==> src/rtl/cr_unit_pkg.sv <==
package cr_unit_pkg;

   typedef enum logic [2:0] {
      CRU_NOP   = 3'd0,
      CRU_LOGIC = 3'd1,
      CRU_FCOPY = 3'd2,
      CRU_MOVE  = 3'd3
   } cru_op_e;

   localparam int unsigned CRU_LUT_W = 4;

endpackage

==> src/rtl/cr_bit_logic.sv <==
module cr_bit_logic #(
   parameter int unsigned CR_W  = 32,
   parameter int unsigned IDX_W = 5,
   parameter int unsigned LUT_W = 4
) (
   input  logic [CR_W-1:0]  cr_in,
   input  logic [IDX_W-1:0] src_a_idx,
   input  logic [IDX_W-1:0] src_b_idx,
   input  logic [IDX_W-1:0] dst_idx,
   input  logic [LUT_W-1:0] truth,
   output logic [CR_W-1:0]  cr_res
);
   localparam logic [CR_W-1:0] MSB_ONE = {1'b1, {(CR_W-1){1'b0}}};

   logic [CR_W-1:0] a_aligned;
   logic [CR_W-1:0] b_aligned;
   logic [CR_W-1:0] dst_mask;
   logic [1:0]      sel;
   logic            bit_val;

   always_comb begin
      // bring the addressed source bits to the top position by shifting
      a_aligned = cr_in << src_a_idx;
      b_aligned = cr_in << src_b_idx;
      sel       = {a_aligned[CR_W-1], b_aligned[CR_W-1]};
      bit_val   = truth[sel];
      dst_mask  = MSB_ONE >> dst_idx;
      cr_res    = (cr_in & ~dst_mask) | ({CR_W{bit_val}} & dst_mask);
   end

endmodule

==> src/rtl/cr_field_copy.sv <==
module cr_field_copy #(
   parameter int unsigned FIELD_W  = 4,
   parameter int unsigned N_FIELDS = 8,
   parameter int unsigned FIDX_W   = 3
) (
   input  logic [FIELD_W*N_FIELDS-1:0] cr_in,
   input  logic [FIDX_W-1:0]           src_fld,
   input  logic [FIDX_W-1:0]           dst_fld,
   output logic [FIELD_W*N_FIELDS-1:0] cr_res
);
   localparam int unsigned CR_W = FIELD_W * N_FIELDS;
   localparam logic [CR_W-1:0] TOP_FIELD =
      {{FIELD_W{1'b1}}, {(CR_W-FIELD_W){1'b0}}};

   logic [CR_W-1:0]    src_aligned;
   logic [FIELD_W-1:0] src_bits;
   logic [CR_W-1:0]    placed;
   logic [CR_W-1:0]    dst_mask;
   int unsigned        src_shift;
   int unsigned        dst_shift;

   always_comb begin
      src_shift   = FIELD_W * 32'(src_fld);
      dst_shift   = FIELD_W * 32'(dst_fld);
      // one shift lifts the source field to the top, one drops it into place
      src_aligned = cr_in << src_shift;
      src_bits    = src_aligned[CR_W-1 -: FIELD_W];
      placed      = {src_bits, {(CR_W-FIELD_W){1'b0}}} >> dst_shift;
      dst_mask    = TOP_FIELD >> dst_shift;
      cr_res      = (cr_in & ~dst_mask) | placed;
   end

endmodule

==> src/rtl/cr_masked_move.sv <==
module cr_masked_move #(
   parameter int unsigned FIELD_W  = 4,
   parameter int unsigned N_FIELDS = 8
) (
   input  logic [FIELD_W*N_FIELDS-1:0] cr_in,
   input  logic [FIELD_W*N_FIELDS-1:0] src_val,
   input  logic [N_FIELDS-1:0]         fld_sel,
   output logic [FIELD_W*N_FIELDS-1:0] cr_res,
   output logic                        any_sel
);
   localparam int unsigned CR_W = FIELD_W * N_FIELDS;

   logic [CR_W-1:0] mask;

   for (genvar g = 0; g < N_FIELDS; g++) begin : g_expand
      assign mask[g*FIELD_W +: FIELD_W] = {FIELD_W{fld_sel[g]}};
   end

   assign cr_res  = (src_val & mask) | (cr_in & ~mask);
   assign any_sel = |fld_sel;

endmodule

==> src/rtl/cr_logic_unit.sv <==
module cr_logic_unit #(
   parameter int unsigned CR_FIELD_W = 4,
   parameter int unsigned CR_FIELDS  = 8,
   parameter int unsigned INSN_W     = 32,
   parameter int unsigned GPR_W      = 32,
   parameter int unsigned OP_W       = 3,
   parameter int unsigned LUT_LSB    = 6,
   parameter int unsigned BT_LSB     = 21,
   parameter int unsigned BA_LSB     = 16,
   parameter int unsigned BB_LSB     = 11,
   parameter int unsigned BF_LSB     = 23,
   parameter int unsigned BFA_LSB    = 18,
   parameter int unsigned FSEL_LSB   = 12
) (
   input  logic [OP_W-1:0]                  op_kind,
   input  logic [INSN_W-1:0]                insn,
   input  logic [CR_FIELD_W*CR_FIELDS-1:0]  cr_in,
   input  logic [GPR_W-1:0]                 gpr_in,
   output logic [CR_FIELD_W*CR_FIELDS-1:0]  cr_out,
   output logic                             cr_ok
);
   import cr_unit_pkg::*;

   localparam int unsigned CR_W   = CR_FIELD_W * CR_FIELDS;
   localparam int unsigned IDX_W  = $clog2(CR_W);
   localparam int unsigned FIDX_W = $clog2(CR_FIELDS);

   // elaboration-time parameter checks
   if ((CR_FIELDS & (CR_FIELDS - 1)) != 0 || CR_FIELDS < 2) begin : g_bad_fields
      $error("CR_FIELDS must be a power of two of at least 2");
   end
   if ((CR_FIELD_W & (CR_FIELD_W - 1)) != 0) begin : g_bad_fw
      $error("CR_FIELD_W must be a power of two");
   end
   if (GPR_W < CR_W) begin : g_bad_gpr
      $error("GPR_W must cover the condition register");
   end
   if (OP_W < 2) begin : g_bad_op
      $error("OP_W too narrow for the operation codes");
   end
   if (LUT_LSB + CRU_LUT_W > INSN_W || BT_LSB + IDX_W > INSN_W ||
       BA_LSB + IDX_W > INSN_W || BB_LSB + IDX_W > INSN_W ||
       BF_LSB + FIDX_W > INSN_W || BFA_LSB + FIDX_W > INSN_W ||
       FSEL_LSB + CR_FIELDS > INSN_W) begin : g_bad_pos
      $error("an instruction field lies outside the instruction word");
   end

   // field extraction
   logic [IDX_W-1:0]     f_bt, f_ba, f_bb;
   logic [FIDX_W-1:0]    f_bf, f_bfa;
   logic [CRU_LUT_W-1:0] f_lut;
   logic [CR_FIELDS-1:0] f_sel;

   assign f_bt  = insn[BT_LSB   +: IDX_W];
   assign f_ba  = insn[BA_LSB   +: IDX_W];
   assign f_bb  = insn[BB_LSB   +: IDX_W];
   assign f_bf  = insn[BF_LSB   +: FIDX_W];
   assign f_bfa = insn[BFA_LSB  +: FIDX_W];
   assign f_lut = insn[LUT_LSB  +: CRU_LUT_W];
   assign f_sel = insn[FSEL_LSB +: CR_FIELDS];

   logic unused_wide_inputs;
   assign unused_wide_inputs = ^{insn, gpr_in};

   logic [CR_W-1:0] logic_res, copy_res, move_res;
   logic            move_any;

   cr_bit_logic #(
      .CR_W  (CR_W),
      .IDX_W (IDX_W),
      .LUT_W (CRU_LUT_W)
   ) i_bit_logic (
      .cr_in     (cr_in),
      .src_a_idx (f_ba),
      .src_b_idx (f_bb),
      .dst_idx   (f_bt),
      .truth     (f_lut),
      .cr_res    (logic_res)
   );

   cr_field_copy #(
      .FIELD_W  (CR_FIELD_W),
      .N_FIELDS (CR_FIELDS),
      .FIDX_W   (FIDX_W)
   ) i_field_copy (
      .cr_in   (cr_in),
      .src_fld (f_bfa),
      .dst_fld (f_bf),
      .cr_res  (copy_res)
   );

   cr_masked_move #(
      .FIELD_W  (CR_FIELD_W),
      .N_FIELDS (CR_FIELDS)
   ) i_masked_move (
      .cr_in   (cr_in),
      .src_val (gpr_in[CR_W-1:0]),
      .fld_sel (f_sel),
      .cr_res  (move_res),
      .any_sel (move_any)
   );

   always_comb begin
      cr_out = cr_in;
      cr_ok  = 1'b0;
      case (op_kind)
         OP_W'(CRU_LOGIC): begin
            cr_out = logic_res;
            cr_ok  = 1'b1;
         end
         OP_W'(CRU_FCOPY): begin
            cr_out = copy_res;
            cr_ok  = 1'b1;
         end
         OP_W'(CRU_MOVE): begin
            cr_out = move_res;
            cr_ok  = move_any;
         end
         default: begin
            cr_out = cr_in;
            cr_ok  = 1'b0;
         end
      endcase
   end

endmodule

==> config.mk <==
export PLATFORM = sky130hd
export DESIGN_NAME = cr_logic_unit
export DESIGN_NICKNAME = d
export VERILOG_FILES = /design/src/rtl/cr_unit_pkg.sv /design/src/rtl/cr_bit_logic.sv /design/src/rtl/cr_field_copy.sv /design/src/rtl/cr_masked_move.sv /design/src/rtl/cr_logic_unit.sv
export SDC_FILE = /design/constraint.sdc
export NUM_CORES = 1
export LEC_CHECK = 0
export BUFFER_PORTS_ARGS = -buffer_cell sky130_fd_sc_hd__clkbuf_2
export CAP_MARGIN = 20
export CORE_AREA = 2 2 80 82
export DETAILED_ROUTE_END_ITERATION = 10
export DIE_AREA = 0 0 82 84
export GPL_ROUTABILITY_DRIVEN = 0
export PLACE_DENSITY = 0.89
export SLEW_MARGIN = 5
export SYNTH_ARGS = -nofsm -noshare
export SYNTH_HDL_FRONTEND = slang
export SYNTH_SLANG_ARGS = --single-unit
==> constraint.sdc <==
create_clock -name vclk -period 3.4
set_clock_uncertainty 0.15 [all_clocks]
set_input_delay 0.34 -clock vclk [all_inputs]
set_output_delay 0.34 -clock vclk [all_outputs]
set_load 0.02 [all_outputs]
==> flow_metrics.py <==
metrics = {
    "floorplanning": {
        "die_y_um": 84,
        "std_cell_rows": 29,
        "initial_core_util_pct": 43.0,
        "io_pins": 132,
        "fp.dieW_um": 82,
        "die-area_um2": 6890,
        "core_um2": 6100,
    },
    "yosys": {
        "yosysSeqAreaShare_pct": 0,
        "yosysUniqueCellTypes": 54,
        "syn_inst": 367,
        "ys_warn_count": 0,
        "synth_area_um2": 2620,
        "syn_nets": 466,
        "syn_area_per_cell_um2": 7.14,
    },
    "route": {
        "vias": 4169,
        "drt_pass1_iterations": 8,
        "viasPerCell": 7.31,
        "ant_nets": 0,
        "drtIter0Drc": 784,
        "wl_per_cell_um": 22.2,
        "drc": 0,
        "wl_um": 12600,
    },
    "cells_and_area": {
        "diodes": 0,
        "layout_commonest_cell": "clkbuf_2",
        "drive_gt1_share_pct": 45.0,
        "nFillCells": 543,
        "nClkBuffers": 0,
        "design_area_um2": 3630,
        "utilization_pct": 59.6,
        "seqCellArea_um2": 0,
        "multi_input_area_um2": 2560,
        "final_nets": 594,
        "areaGrowthSynthToFinish_pct": 38.7,
        "layoutNonFillerInstCount": 570,
        "final_cell_mix": "113 x clkbuf_2, 42 x buf_4, 38 x o21ai_0, 33 x nand3_1, 29 x nor2_1",
        "nFlopsAndLatches": 0,
    },
    "power_and_ir_drop": {
        "p_leak_nw": 1.45,
        "switchingPower_w": 0.000337,
        "clkPwrFrac_pct": 0,
        "p_seq_share_pct": 0,
        "vdd_drop_max_uv": 70.3,
        "switching_share_pct": 58.3,
        "p_per_area_nw_per_um2": 159,
        "power.share.combinational_pct": 100.0,
        "power.internal_w": 0.000241,
    },
    "worst_setup_path": {
        "crit_chain": "buf_4 -> mux4_2 -> a32o_2 -> a31oi_4 -> and3_4 -> o21bai_4 -> buf_4 -> a41o_1 -> buf_4 -> a32oi_1 -> buf_4",
        "crit_type": "primary input to output port",
        "worstPathMaxFanout": 6,
        "crit_end": "cr_out[28]",
        "cp-end-kind": "output port",
        "cp-start-kind": "primary input",
        "cp_data_arrival_time_ns": 2.89,
        "crit_start": "insn[16]",
        "cpMaxStageDelayCell": "mux4_2",
        "slowest_delay_ns": 0.52,
        "crit_required_ns": 2.91,
        "path_common_cell": "buf_4",
    },
    "global_route": {
        "grt_max_degree": 22,
        "grt_pass1_vias": 3880,
        "groute.usage.overall_pct": 33.0,
        "grt_overflow": 0,
        "antenna_found_initial": 0,
        "grt_pass1_wl_um": 18100,
    },
    "outcome": {
        "outcome": "finished, final reports clean",
    },
    "worst_hold_path": {
        "hp-class": "primary input to output port",
    },
    "sta": {
        "finalCritPeriodShare_pct": 99.4,
        "fin_tns_setup_ns": 0,
        "finalHoldViolations": 0,
        "tightest_slew_ns": 0.514,
        "finalSetupViolCount": 0,
        "finalHoldWorstSlack_ns": 0.910,
        "max_freq_mhz": 296,
        "maxSlewHeadroom_pct": 65.7,
        "slew_violations": 0,
        "fin_crit_ns": 3.38,
    },
    "place": {
        "dp.cells": 569,
        "dp_hpwl_um": 9350,
        "port_buffers": 119,
        "place_area_um2": 3450,
    },
    "run": {
        "maxCapViolations": 0,
    },
    "clock_tree": {
        "postCtsHoldBufs": 0,
    },
}
==> metal layers <==
metal	up-vias	GRT usage, %	part of all wire (%)
met1	1832	41.7	33
met4	0	18.0	7.9
met5	-	0	0
li1	1732	-	-
met3	137	5.63	16
met2	468	52.1	43
==> cells in the mapped netlist, drive strengths merged, types with 5 or more instances <==
cell / count / area (um2)
mux4: 16 / 368
a211oi: 18 / 135
nand3: 34 / 170
nand2: 27 / 101
o32a: 19 / 190
clkbuf: 19 / 71.3
a41oi: 5 / 43.8
nor2: 30 / 113
a22oi: 17 / 138
inv: 5 / 18.8
mux2i: 20 / 200
nor2b: 9 / 56.3
or2: 14 / 87.6
buf: 16 / 115
or3: 11 / 70.1
a31oi: 18 / 140
o21ai: 38 / 190
a211o: 6 / 52.6
==> how the worst min path moves through the flow <==
| stage | depth (start not counted) | startpoint | to | slack, ns |
|---|---|---|---|---|
| finish | 4 | gpr_in[21] | cr_out[21] | 0.91 |
| global route | 4 | gpr_in[21] | cr_out[21] | 0.92 |
| CTS | 4 | gpr_in[21] | cr_out[21] | 0.90 |
| detailed placement | 4 | gpr_in[21] | cr_out[21] | 0.90 |
| global placement | 4 | gpr_in[21] | cr_out[21] | 0.91 |
| floorplan | 2 | cr_in[0] | cr_out[0] | 0.74 |
==> final cells by class <==
cell class / count / area share, %
repair buffers: 161 / 26.2
multi-input cells: 326 / 70.5
inverters: 6 / 0.620
well taps: 77 / 2.65
==> through the flow <==
stage                     setup slack (ns)  power (W)
final                               0.0199   0.000578
after global routing              -0.00456   0.000598
after CTS                           0.0198   0.000520
after detailed placement            -0.129   0.000507
after global placement             -0.0643   0.000495
after floorplan                      0.210   0.000308
==> what timing repair did <==
| item | 4_1_cts | 5_1_grt |
|---|---|---|
| gates resized for setup | 13 | 26 |
| endpoints found under the setup margin | 30 | 30 |
| hold endpoints to repair | 0 | 0 |
| pin swaps | 2 | 0 |
| setup buffers | 1 | 0 |
==> cells by family (layout without fill, tap and decap cells) <==
kind of cell | Yosys count | after routing | synth area share (%)
buffers and inverters | 41 | 167 | 7.97
AND/OR/NAND/NOR | 152 | 152 | 30.3
AO/OA/AOI/OAI | 137 | 137 | 39.6
multiplexers | 37 | 37 | 22.1
==> power groups by stage <==
stage               clock, W  sequential [W]  combinational (W)
floorplan                  0               0           0.000308
global placement           0               0           0.000495
detailed placement         0               0           0.000507
CTS                        0               0           0.000520
global route               0               0           0.000598
finish                     0               0           0.000578
==> worst max-delay path, delay by kind of cell <==
kind	cells	cell delay, ns
mux	1	0.52
compound gates	5	1.11
buf+inv	4	0.68
simple gates	1	0.24
Power figures use the tool's default switching activity.
